--- config.mk ---
export PLATFORM = sky130hd
export DESIGN_NAME = tmr_channel
export DESIGN_NICKNAME = d
export VERILOG_FILES = /design/src/rtl/tmr_pkg.sv /design/src/rtl/tmr_prescaler.sv /design/src/rtl/tmr_counter.sv /design/src/rtl/tmr_regs.sv /design/src/rtl/tmr_channel.sv
export SDC_FILE = /design/constraint.sdc
export NUM_CORES = 1
export LEC_CHECK = 0
export BUFFER_PORTS_ARGS = -buffer_cell sky130_fd_sc_hd__buf_2
export CAP_MARGIN = 30
export CORE_MARGIN = 2
export CORE_UTILIZATION = 45
export CTS_CLUSTER_SIZE = 40
export DETAILED_ROUTE_END_ITERATION = 16
export PLACE_DENSITY = 0.66
export SYNTH_ARGS = -nofsm -noshare
export SYNTH_HDL_FRONTEND = slang
export SYNTH_SLANG_ARGS = --single-unit
--- constraint.sdc ---
create_clock -name clk -period 2.7 [get_ports clk]
set_input_delay 0.27 -clock clk [delete_from_list [all_inputs] [get_ports clk]]
set_output_delay 0.27 -clock clk [all_outputs]
set_load 0.02 [all_outputs]
--- src/rtl/tmr_pkg.sv ---
package tmr_pkg;
  localparam int BUS_W  = 32;
  localparam int ADDR_W = 8;
  localparam int PSC_W  = 8;

  localparam logic [ADDR_W-1:0] OFF_CTRL  = 8'h00;
  localparam logic [ADDR_W-1:0] OFF_LOAD  = 8'h04;
  localparam logic [ADDR_W-1:0] OFF_COUNT = 8'h08;
  localparam logic [ADDR_W-1:0] OFF_STAT  = 8'h0C;

  localparam int B_EN   = 30;
  localparam int B_IE   = 29;
  localparam int B_PER  = 27;
  localparam int B_CRST = 26;
  localparam int B_ACT  = 25;

  localparam logic [BUS_W-1:0] CTRL_RST = 32'h0000_0005;

  typedef struct packed {
    logic             en;
    logic             ie;
    logic             per;
    logic             act;
    logic [PSC_W-1:0] psc;
  } ctrl_t;
endpackage

--- src/rtl/tmr_prescaler.sv ---
module tmr_prescaler #(
  parameter int W = 8
) (
  input  logic         clk,
  input  logic         rst_n,
  input  logic         run,
  input  logic [W-1:0] div,
  input  logic         restart,
  output logic         tick
);
  logic [W-1:0] sub_q;

  assign tick = run && (sub_q == div);

  always_ff @(posedge clk or negedge rst_n) begin
    if (!rst_n)       sub_q <= '0;
    else if (restart) sub_q <= '0;
    else if (run)     sub_q <= tick ? '0 : sub_q + 1'b1;
  end
endmodule

--- src/rtl/tmr_counter.sv ---
module tmr_counter #(
  parameter int W = 32
) (
  input  logic         clk,
  input  logic         rst_n,
  input  logic         tick,
  input  logic         load,
  input  logic [W-1:0] load_val,
  input  logic         periodic,
  input  logic [W-1:0] reload,
  output logic [W-1:0] count,
  output logic         zero
);
  localparam logic [W-1:0] ONE = W'(1);

  logic [W-1:0] cnt_q;

  assign count = cnt_q;
  assign zero  = tick && !load && (cnt_q <= ONE);

  always_ff @(posedge clk or negedge rst_n) begin
    if (!rst_n)     cnt_q <= '0;
    else if (load)  cnt_q <= load_val;
    else if (zero)  cnt_q <= periodic ? reload : '0;
    else if (tick)  cnt_q <= cnt_q - ONE;
  end
endmodule

--- src/rtl/tmr_regs.sv ---
module tmr_regs
  import tmr_pkg::*;
(
  input  logic              clk,
  input  logic              rst_n,
  input  logic              wr,
  input  logic [ADDR_W-1:0] addr,
  input  logic [BUS_W-1:0]  wdata,
  input  logic              zero,
  input  logic [BUS_W-1:0]  count,
  output logic [BUS_W-1:0]  rdata,
  output ctrl_t             ctrl,
  output logic              load,
  output logic [BUS_W-1:0]  load_val,
  output logic [BUS_W-1:0]  reload,
  output logic              psc_restart,
  output logic              status,
  output logic              irq
);
  ctrl_t            ctrl_q;
  logic [BUS_W-1:0] reload_q;
  logic             stat_q;
  logic             wr_ctrl, wr_load, wr_stat, crst;
  logic             unused_bits;

  assign wr_ctrl = wr && (addr == OFF_CTRL);
  assign wr_load = wr && (addr == OFF_LOAD);
  assign wr_stat = wr && (addr == OFF_STAT);
  assign crst    = wr_ctrl && wdata[B_CRST];

  assign load        = crst || wr_load;
  assign load_val    = wr_load ? wdata : reload_q;
  assign psc_restart = load || (wr_ctrl && (wdata[PSC_W-1:0] != ctrl_q.psc));

  assign unused_bits = ^{wdata[BUS_W-1], wdata[28], wdata[B_ACT-1:PSC_W], wdata[B_ACT]};

  always_ff @(posedge clk or negedge rst_n) begin
    if (!rst_n) begin
      ctrl_q.en  <= CTRL_RST[B_EN];
      ctrl_q.ie  <= CTRL_RST[B_IE];
      ctrl_q.per <= CTRL_RST[B_PER];
      ctrl_q.act <= CTRL_RST[B_ACT];
      ctrl_q.psc <= CTRL_RST[PSC_W-1:0];
    end else if (wr_ctrl) begin
      ctrl_q.en  <= wdata[B_EN] && !wdata[B_CRST];
      ctrl_q.act <= wdata[B_EN] && !wdata[B_CRST];
      ctrl_q.ie  <= wdata[B_IE];
      ctrl_q.per <= wdata[B_PER];
      ctrl_q.psc <= wdata[PSC_W-1:0];
    end else if (zero && !ctrl_q.per) begin
      ctrl_q.en  <= 1'b0;
      ctrl_q.act <= 1'b0;
    end
  end

  always_ff @(posedge clk or negedge rst_n) begin
    if (!rst_n)       reload_q <= '0;
    else if (wr_load) reload_q <= wdata;
  end

  always_ff @(posedge clk or negedge rst_n) begin
    if (!rst_n)                   stat_q <= 1'b0;
    else if (zero)                stat_q <= 1'b1;
    else if (wr_stat && wdata[0]) stat_q <= 1'b0;
  end

  always_comb begin
    rdata = '0;
    case (addr)
      OFF_CTRL: begin
        rdata[B_EN]        = ctrl_q.en;
        rdata[B_IE]        = ctrl_q.ie;
        rdata[B_PER]       = ctrl_q.per;
        rdata[B_ACT]       = ctrl_q.act;
        rdata[PSC_W-1:0]   = ctrl_q.psc;
      end
      OFF_LOAD:  rdata = reload_q;
      OFF_COUNT: rdata = count;
      OFF_STAT:  rdata[0] = stat_q;
      default:   rdata = '0;
    endcase
  end

  assign ctrl   = ctrl_q;
  assign reload = reload_q;
  assign status = stat_q;
  assign irq    = ctrl_q.ie && stat_q;
endmodule

--- src/rtl/tmr_channel.sv ---
module tmr_channel
  import tmr_pkg::*;
(
  input  logic              clk,
  input  logic              rst_n,
  input  logic              bus_wr,
  input  logic [ADDR_W-1:0] bus_addr,
  input  logic [BUS_W-1:0]  bus_wdata,
  output logic [BUS_W-1:0]  bus_rdata,
  output logic              irq,
  output logic              zero_pulse
);
  ctrl_t            ctrl_w;
  logic             load_w, restart_w, tick_w, zero_w, stat_w;
  logic [BUS_W-1:0] load_val_w, reload_w, count_w;
  logic             en_w, act_w, per_w;
  logic [PSC_W-1:0] psc_w;

  tmr_regs u_regs (
    .clk         (clk),
    .rst_n       (rst_n),
    .wr          (bus_wr),
    .addr        (bus_addr),
    .wdata       (bus_wdata),
    .zero        (zero_w),
    .count       (count_w),
    .rdata       (bus_rdata),
    .ctrl        (ctrl_w),
    .load        (load_w),
    .load_val    (load_val_w),
    .reload      (reload_w),
    .psc_restart (restart_w),
    .status      (stat_w),
    .irq         (irq)
  );

  tmr_prescaler #(.W(PSC_W)) u_psc (
    .clk     (clk),
    .rst_n   (rst_n),
    .run     (ctrl_w.en),
    .div     (ctrl_w.psc),
    .restart (restart_w),
    .tick    (tick_w)
  );

  tmr_counter #(.W(BUS_W)) u_cnt (
    .clk      (clk),
    .rst_n    (rst_n),
    .tick     (tick_w),
    .load     (load_w),
    .load_val (load_val_w),
    .periodic (ctrl_w.per),
    .reload   (reload_w),
    .count    (count_w),
    .zero     (zero_w)
  );

  assign en_w       = ctrl_w.en;
  assign act_w      = ctrl_w.act;
  assign per_w      = ctrl_w.per;
  assign psc_w      = ctrl_w.psc;
  assign zero_pulse = zero_w;
endmodule

==> results of run 1 <==
cell usage in the layout (no fill, tap or decap), types with 4 or more instances in the layout:
| master | n |
|---|---|
| a21o_1 | 6 |
| a21oi_1 | 39 |
| a22o_1 | 21 |
| a31oi_1 | 7 |
| a41o_1 | 4 |
| and3_1 | 16 |
| buf_12 | 4 |
| buf_2 | 75 |
| buf_4 | 29 |
| clkbuf_16 | 9 |
| dfrtp_1 | 82 |
| inv_1 | 7 |
| mux2_1 | 4 |
| mux2_2 | 34 |
| mux2_4 | 4 |
| mux2i_1 | 11 |
| nand2_1 | 45 |
| nand3_1 | 29 |
| nand4_1 | 6 |
| nor2_1 | 55 |
| nor3_1 | 8 |
| nor3_2 | 4 |
| nor4_1 | 9 |
| nor4_2 | 5 |
| o21ai_0 | 14 |
| o21ai_1 | 25 |
| o22ai_1 | 4 |
| o2bb2ai_1 | 6 |
| o31ai_1 | 6 |
| or3_1 | 7 |
| or4_1 | 7 |
| xnor2_1 | 22 |
| xor2_1 | 19 |
per-layer routing:
metal	track usage (%)	vias up	part of all wire (%)
li1	-	2338	-
met4	10.65	0	2.2
met1	36.05	2469	45
met3	3.070	29	5.6
met5	0	-	0
met2	40.91	201	48
synth_stat cells (all sizes together), types with 4 or more instances:
cell | instances | share of area, %
or3 | 7 | 0.80
o21ai | 40 | 3.7
a31oi | 7 | 0.80
o22ai | 4 | 0.46
buf | 28 | 2.8
nand2 | 47 | 3.3
o2bb2ai | 6 | 0.96
or4 | 10 | 1.6
nand3 | 29 | 2.7
a22o | 21 | 3.4
mux2i | 11 | 2.0
nor3 | 12 | 1.3
a41o | 4 | 0.73
clkbuf | 17 | 1.2
o31ai | 7 | 1.1
xnor2 | 23 | 3.8
a21o | 6 | 0.83
a21oi | 39 | 3.6
dfrtp | 82 | 38
mux2 | 42 | 8.9
nor2 | 57 | 4.1
nor4 | 15 | 2.3
xor2 | 19 | 3.0
and3 | 16 | 1.8
inv | 7 | 0.48
nand4 | 6 | 0.69
critical path, stage by stage, from the launching register on:
cell and delay [ns]:
dfrtp_1 0.45, nor4_2 0.38, nand4_1 0.14, buf_4 0.22
nor2_1 0.18, nand2_2 0.17, nor2_1 0.19, buf_2 0.20
registers in the layout, summed over array words and instances, names as in the netlist:
name           flops
u_cnt.count       32
u_psc.sub_q        8
u_regs.ctrl       11
u_regs.reload     32
u_regs.status      1
per-stage QoR:
stage / instances / util [%]
2_1_floorplan: 597 / -
5_1_grt: 825 / 54.04
4_1_cts: 825 / 53.93
3_5_place_dp: 807 / 51.44
3_3_place_gp: 806 / 51.34
6_report: 825 / 54.04
final cells by class:
cell class	count	area, um^2	share of cell area (%)
Clock buffer	14	264.0	4.101
Sequential cell	84	2105	32.69
Multi-Input combinational cell	461	3152	48.96
Inverter	7	26.28	0.4082
Clock inverter	2	12.51	0.1944
Tap cell	147	183.9	2.857
Timing Repair Buffer	110	694.4	10.79
how the worst max path moves through the flow:
| stage | from | end | slack (ns) | depth (start not counted) |
|---|---|---|---|---|
| after CTS | u_cnt.count[16]$_DFFE_PN0P_ | zero_pulse | 0.04 | 7 |
| after floorplan | bus_addr[1] | bus_rdata[10] | 0.52 | 7 |
| after global placement | u_regs.ctrl[2]$_DFFE_PN1P_ | u_cnt.count[31]$_DFFE_PN0P_ | 0.04 | 6 |
| after detailed placement | u_cnt.count[0]$_DFFE_PN0P_ | zero_pulse | 0.16 | 7 |
| final | u_cnt.count[11]$_DFFE_PN0P_ | zero_pulse | 0.16 | 7 |
| after global routing | u_cnt.count[11]$_DFFE_PN0P_ | zero_pulse | 0.03 | 7 |
power by group:
part / leakage, nW / internal [mW] / total (mW) / switching, mW
Clock: 0.133 / 0.674 / 1.18 / 0.508
Sequential: 1.12 / 1.47 / 1.80 / 0.338
Combinational: 1.84 / 0.813 / 1.83 / 1.02
kinds of logic (layout without fill, tap and decap cells):
| kind of cell | count (synthesis) | count (layout) |
|---|---|---|
| XOR/XNOR | 42 | 42 |
| flip-flops | 84 | 84 |
| buffers and inverters | 52 | 133 |
| multiplexers | 54 | 54 |
| adder cells (fa/ha/maj) | 3 | 3 |
| AO/OA/AOI/OAI | 151 | 151 |
| AND/OR/NAND/NOR | 211 | 211 |
timing repair:
| item | 4_1_cts | 5_1_grt |
|---|---|---|
| buffers inserted | 1 | 0 |
| pin swaps | 1 | 0 |
| setup endpoints to repair | 1 | 1 |
| gates cloned | 0 | 0 |
| hold buffers | 1 | 0 |
| gates resized for setup | 1 | 3 |
| endpoints found under the hold margin | 82 | 0 |
==> results.md, run 1 <==
* Min Tclk post-route at 2.541 ns
* Post-DP Area at 6127 um^2
* Path depth of the worst reg2reg path at 9
* Die width at 114.1 um
* Final nets at 719
* Largest family of logic cells by synthesized area: simple AND/OR/NAND/NOR gates
* Wire per inst at 19.90 um
* CP Launch Type: register
* Async set-or-reset flop fraction in the synthesized netlist at 100.0%
* Starting density of the core at 45.82%
* Max_cap viols at 0
* Synth Area in Simple Gates at 20.17%
* # clock sinks at 84
* # fillers at 1,110
* Leak pwr at 3.095 nW
* Worst EP arrival at 2.27 ns
* Clock Skews at 0.009272 ns
* Final Max Tran Viols at 0
* Total power at 4.819 mW
* Full die area at 13,030 um^2
* Post-Syn Area at 5458 um^2
* CTS Root Cell: clkbuf_16
* Post-Place Worst Slack at 0.1617 ns
* Worst Path Max Fanout at 12
* Hold endpoint: u_regs.reload[23]$_DFF_PN0_
* Post-route setup slack at 0.1595 ns
* Critical R2R Capture: u_cnt.count[6]$_DFFE_PN0P_
* Setup_tns at 0 ns
* P&R area growth vs syn at 17.95%
* Layout cells sized above 1 at 27.43%
* IO Port Bufs at 76
* Syn Inst Count at 597
* Hold_ws at 0.1658 ns
* Clk buf depth at 2
* Number of cell rows at 40
* GRT Util Overall at 25.81%
* CTS clk-pin slew, worst paths at 0.06 ns
* # DRC at 0
* Final instance area at 6437 um^2
* Antenna violations before repair at 0
* Distinct cells, synth at 62
* Clk_lat worst skew at 0.35 ns
* Status: complete, no violations
* ANT cells at 0
* Post-synth EDFFs at 0
* Vias per cell at 6.105
* Post-Syn Nets at 643
* R2R setup slack at 0.29 ns
* H-tree depth at 3
* Min-delay src: bus_wdata[23]
* Peak Freq at 393.6 MHz
* Top_reg_cell synth: dfrtp_1
* Fin crit share at 94.09%
* Yosys warnings at 0
* Worst vdd ir at 0.3344 mV
* Slew HR at 62.03%
* Post-synthesis mux area share at 11.37%
* Via Count at 5,037
* RSZ-0062 raised after global routing: no
* CTS tree: built
* Final wirelength at 16,420 um
* CP required at 2.43 ns
* Hold Crit Depth at 2
* DP HPWL at 11,160 um
* Sequential share of the synthesized area at 38.56%
* Vias in the first global route at 4,894
* Core area at 11,910 um^2
* Detailed Routing Iterations Pass 1 at 5
* Syn Area/Cell at 9.142 um^2
* Final Hold Fails at 0
* GR Overflow Total at 0
* Post-synthesis compound-gate area fraction at 17.93%
* Inserted Clock Buffers at 9
* Setup Crit Path Kind: register to output pin
* Final setup viols at 0
* Slew @ Worst Pin at 0.5643 ns
* Antenna-violating nets left at 0
* Crit end category: output pin
* I/O pins at 77
* First-pass GRT wire length at 26,050 um
* Final GP Congestion at 0.8759
* Largest net degree at the start of global routing at 85
* Pwr per Cell Area at 748.6 nW/um^2
* Synth Register Bits at 84
* Iteration-0 DRC Markers at 377
* Adder-cell share of the synthesized area at 0.6878%
* Synth Area in XOR/XNOR at 6.878%
* Hold WC Path Type: primary input to register
* Die Y at 114.1 um
* Critical R2R Launch: u_cnt.count[0]$_DFFE_PN0P_
No activity file was read; power rests on OpenSTA's default activity.
==> run 2, diff against run 1 <==
BUFFER_PORTS_ARGS = -buffer_cell sky130_fd_sc_hd__buf_4   (was -buffer_cell sky130_fd_sc_hd__buf_2)
CELL_PAD_IN_SITES_DETAIL_PLACEMENT = 0   (was unset)
CELL_PAD_IN_SITES_GLOBAL_PLACEMENT = 1   (was unset)
CORE_UTILIZATION = 44   (was 45)
PLACE_DENSITY = 0.81   (was 0.66)
==> run 2 against run 1 <==
Compared with the run above:
- highest routed layer unchanged
- largest cell class unchanged
- register-to-register slack worse by 0.03 ns
- the flow now finishes with violations (negative hold slack)
- cell count up 2.4%
- core utilization up 0.72 points
- critical path depth down 1
==> results.md, run 2 (synthesis gave the netlist of run 1 again) <==
* Status: finished, violations left
* Violated checks: negative hold slack
* Antenna violations before repair at 0
* DP HPWL at 11,280 um
* I/O pins at 77
* Setup_tns at 0 ns
* Layout cells sized above 1 at 27.18%
* Slew HR at 47.97%
* Via Count at 5,032
* Min Tclk post-route at 2.537 ns
* Final GP Congestion at 0.8713
* Most common cell after layout, fill and taps aside: buf_4
* Peak Freq at 394.2 MHz
* Full die area at 13,310 um^2
* Antenna-violating nets left at 0
* Number of cell rows at 40
* Die Y at 115.4 um
* Wire per inst at 19.51 um
* # clock sinks at 84
* CP required at 2.43 ns
* Pwr per Cell Area at 727.2 nW/um^2
* First-pass GRT wire length at 26,700 um
* Setup Crit Path Kind: register to output pin
* # DRC at 0
* Post-Route Utilization at 54.76%
* Switching power at 1.858 mW
* Clock Skews at 0.008902 ns
* CP max stage cell: dfrtp_1
* Final Max Tran Viols at 0
* Hold_ws at -0.006332 ns
* RSZ-0062 raised after global routing: no
* Clk_lat worst skew at 0.34 ns
* Fin crit share at 93.96%
* Internal Dissipation at 2.945 mW
* Worst vdd ir at 0.3899 mV
* Sw frac at 38.69%
* Crit end category: output pin
* Worst EP arrival at 2.27 ns
* CP Launch Point: u_cnt.count[4]$_DFFE_PN0P_
* Vias per cell at 5.955
* Inserted Clock Buffers at 9
* CP bufs+invs at 1
* Comb power frac at 38.1%
* IO Port Bufs at 76
* Final Hold Fails at 4
* CTS tree: built
* Met3 WL at 893 um
* Vias in the first global route at 5,031
* Detailed Routing Iterations Pass 1 at 5
* CTS Root Cell: clkbuf_16
* Leading cell types in the layout, fill and taps excluded: 106 x buf_4, 82 x dfrtp_1, 55 x nor2_1, 46 x nand2_1, 39 x a21oi_1
* GRT Util Overall at 25.79%
* Power share of the sequential group at 38.0%
* M1 WL at 7519 um
* Worst path cell trace: nor4_2 > o211ai_1 > nor2_2 > nand2_1 > nor2_1 > buf_4
* CP Launch Type: register
* Slew @ Worst Pin at 0.7805 ns
* Worst stage delay on the critical path at 0.46 ns
* Leak pwr at 3.107 nW
* Final setup viols at 0
* H-tree depth at 3
* GR Overflow Total at 0
* R2R setup slack at 0.26 ns
* ANT cells at 0
* Largest net degree at the start of global routing at 58
* P&R area growth vs syn at 21.02%
* Highest layer used for signal routing: met4
* Largest delay share family, worst path: simple AND/OR/NAND/NOR gates
* Critical R2R Launch: u_cnt.count[4]$_DFFE_PN0P_
* Die width at 115.4 um
* Iteration-0 DRC Markers at 341
* Starting density of the core at 45.25%
* Final wirelength at 16,490 um
* Clk pwr share at 23.8%
* Met2 WL post-DR at 7644 um
* CTS clk-pin slew, worst paths at 0.06 ns
* Final nets at 718
* Worst Path Max Fanout at 6
* Core area at 12,060 um^2
* Clk buf depth at 2
* Hold WC Path Type: primary input to async pin
* Max_cap viols at 0
[run 2: changes by cell type in the layout (fill, tap and decap cells not counted), sizes merged]
cell / before / now
dlygate4sd3: 1 / 0
clkinvlp: 1 / 0
clkinv: 1 / 2
[run 2: worst paths after layout]
check                                         endpoint  cells past startpoint
max in group asynchronous   u_regs.ctrl[0]$_DFFE_PN1P_                      2
hold reg to reg            u_regs.ctrl[10]$_DFFE_PN0P_                      1
setup / recovery                            zero_pulse                      6
setup reg to reg           u_cnt.count[11]$_DFFE_PN0P_                      6
hold / removal             u_cnt.count[22]$_DFFE_PN0P_                      1
min in group clk           u_regs.reload[22]$_DFF_PN0_                      2
[run 2: final cells by class]
cell class | instances | area, um^2
clock inverters | 2 | 10.01
flip-flops and latches | 84 | 2105
clock buffers | 14 | 254.0
inverters | 7 | 26.28
well taps | 168 | 210.2
repair buffers | 109 | 855.8
multi-input cells | 461 | 3144
fillers | 1140 | 5456
[run 2: worst register-to-register path, delay by kind of cell (launching register included)]
family | cells | cell delay [ns]
simple gates | 3 | 1.48
xor+xnor | 1 | 0.14
compound gates | 2 | 0.25
flops | 1 | 0.46
[run 2: stage by stage]
stage                     cell area [um^2]  setup slack, ns  instances  power [mW]
after CTS                             6574          0.06470        842       4.753
after global routing                  6605          0.02940        845       5.123
after global placement                6310           0.2723        826       3.555
after floorplan                       5458           0.5244        597       3.004
after detailed placement              6310           0.2549        826       3.595
final                                 6605           0.1630        845       4.803
[run 2: what timing repair did]
item,in CTS,in global routing
hold buffers,0,0
resized for setup,0,2
setup buffers,0,3
setup endpoints to repair,0,1
[run 2: routing by layer]
layer	vias up	global-route usage [%]
li1	2336	-
met1	2480	35.70
met2	185	40.19
met3	31	3.901
met4	0	11.16
met5	-	0
[run 2: power groups by stage]
stage               clock network [mW]  registers (mW)  logic (mW)
floorplan                            0            1.68        1.32
detailed placement                   0            1.83        1.76
finish                            1.14            1.83        1.83
global placement                     0            1.82        1.73
global route                      1.23            1.87        2.02
CTS                               1.16            1.81        1.78
==> run 3, diff against run 2 <==
CORE_ASPECT_RATIO = 0.8   (was unset)
==> run 3 against run 2 <==
Compared with the run above:
- the run still ends with negative hold slack left
- total power is 6.4% higher
- clock skew decreased by 0.0019 ns
- critical endpoint unchanged
- design area up 1.0%
- critical path depth grew 1
- via count decreased by 0.28%
- combinational power about the same
- critical path type unchanged
- non-clock buffer count fell by 2
- clock-buffer cell count fell by 3
- sequential cell count unchanged
==> results.md, run 3 (synthesis gave the netlist of run 1 again) <==
* DP HPWL at 11,440 um
* Full die area at 13,320 um^2
* Inserted Clock Buffers at 9
* Hold WC Path Type: primary input to async pin
* Die width at 128.5 um
* Crit end category: output pin
* Clk buf depth at 2
* I/O pins at 77
* Worst vdd ir at 0.5197 mV
* CTS clk-pin slew, worst paths at 0.07 ns
* Final GP Congestion at 0.8789
* Layout cells sized above 1 at 27.26%
* CP Launch Type: register
* Via Count at 5,018
* # DRC at 0
* GR Overflow Total at 0
* Status: finished, violations left
* Fin crit share at 93.81%
* Critical R2R Launch: u_cnt.count[6]$_DFFE_PN0P_
* Setup Crit Path Kind: register to output pin
* Starting density of the core at 44.88%
* Slew HR at 52.03%
* Post-Place Worst Slack at 0.2105 ns
* Core area at 12,160 um^2
* CTS tree: built
* Leak pwr at 3.140 nW
* Die Y at 103.6 um
* P&R area growth vs syn at 22.26%
* Post-route setup slack at 0.1671 ns
* Hold_ws at -0.02489 ns
* Post-DP Area at 6307 um^2
* # clock sinks at 84
* CP required at 2.43 ns
* Detailed Routing Iterations Pass 1 at 8
* Worst path cell trace: nor4_4 > nand4_1 > buf_4 > nor2_1 > nand2_1 > nor2_1 > buf_4
* Final wirelength at 17,070 um
* Final setup viols at 0
* Wire per inst at 20.64 um
* Total power at 5.110 mW
* GRT Util Overall at 25.74%
* Non-Filler Instances at 827
* Setup_tns at 0 ns
* CTS Root Cell: clkbuf_16
* Worst stage delay on the critical path at 0.47 ns
* Final Max Tran Viols at 0
* Critical R2R Capture: u_cnt.count[11]$_DFFE_PN0P_
* Antenna-violating nets left at 0
* IO Port Bufs at 76
* Clock Skews at 0.007051 ns
* Min Tclk post-route at 2.533 ns
* CP max stage cell: dfrtp_1
* Slew @ Worst Pin at 0.7196 ns
* Peak Freq at 394.8 MHz
* Worst EP arrival at 2.26 ns
* H-tree depth at 3
* Placed Cells at 809
* CP bufs+invs at 2
* Leading cell types in the layout, fill and taps excluded: 102 x buf_4, 82 x dfrtp_1, 55 x nor2_1, 46 x nand2_1, 39 x a21oi_1
* Final nets at 716
* Worst Path Max Fanout at 12
* Largest delay share family, worst path: simple AND/OR/NAND/NOR gates
* Number of cell rows at 36
* RSZ-0062 raised after global routing: no
* Final Hold Fails at 50
* Antenna violations before repair at 0
* Iteration-0 DRC Markers at 393
* Most common cell after layout, fill and taps aside: buf_4
* Pwr per Cell Area at 765.8 nW/um^2
* Vias in the first global route at 4,964
* Path depth of the worst reg2reg path at 6
* R2R setup slack at 0.24 ns
* Final instance area at 6673 um^2
* Clk_lat worst skew at 0.35 ns
* Vias per cell at 6.068
* Post-Route Utilization at 54.87%
* Largest net degree at the start of global routing at 52
* Max_cap viols at 0
* Violated checks: negative hold slack
* ANT cells at 0
* First-pass GRT wire length at 26,970 um
==> run 3: changes by cell type in the layout (fill, tap and decap cells not counted), sizes merged <==
| cell | before | now |
|---|---|---|
| bufinv | 0 | 3 |
| clkbuf | 14 | 11 |
| buf | 109 | 107 |
==> run 3: metal layers <==
layer / track usage [%] / routed length, um / vias up
li1: - / - / 2324
met1: 38.42 / 8261 / 2483
met2: 38.37 / 7604 / 184
met3: 4.494 / 942 / 27
met4: 7.065 / 263 / 0
met5: 0 / 0 / -
==> run 3: worst max-delay path by stage <==
stage / startpoint / end / slack, ns / cells after the start
3_3_place_gp: bus_addr[1] / bus_rdata[8] / 0.23 / 8
4_1_cts: u_cnt.count[0]$_DFFE_PN0P_ / zero_pulse / 0.05 / 7
3_5_place_dp: bus_addr[1] / bus_rdata[24] / 0.21 / 8
6_report: u_cnt.count[11]$_DFFE_PN0P_ / zero_pulse / 0.17 / 7
2_1_floorplan: bus_addr[1] / bus_rdata[10] / 0.52 / 7
5_1_grt: u_cnt.count[27]$_DFFE_PN0P_ / zero_pulse / 0.06 / 6
==> run 3: what timing repair did <==
| action | 4_1_cts | 5_1_grt |
|---|---|---|
| setup endpoints to repair | 1 | 1 |
| resized for setup | 1 | 2 |
| endpoints found under the hold margin | 0 | 0 |
| pin swaps | 0 | 1 |
| buffers inserted | 0 | 2 |
| hold buffers | 0 | 0 |
==> run 3: power by group <==
part           total (mW)  internal [mW]  switching, mW  leakage, nW
logic                1.85          0.839           1.01         1.86
registers            1.83           1.47          0.361         1.12
clock network        1.43          0.902          0.530        0.163
==> run 3: worst register-to-register path: stages (launching register included) <==
cell,delay [ns]
dfrtp_1,0.45
or4_1,0.60
or2_1,0.43
or4_4,0.49
xnor2_2,0.14
a21oi_1,0.16
o21ai_1,0.08
==> run 3: layout make-up <==
cell class,instances,area (um^2)
inverter,7,26.28
clock buffer,11,232.7
sequential,84,2105
timing repair buffer,107,865.8
tap,152,190.2
fill,1124,5489
multi-input combinational,461,3153
clock inverter,5,100.1
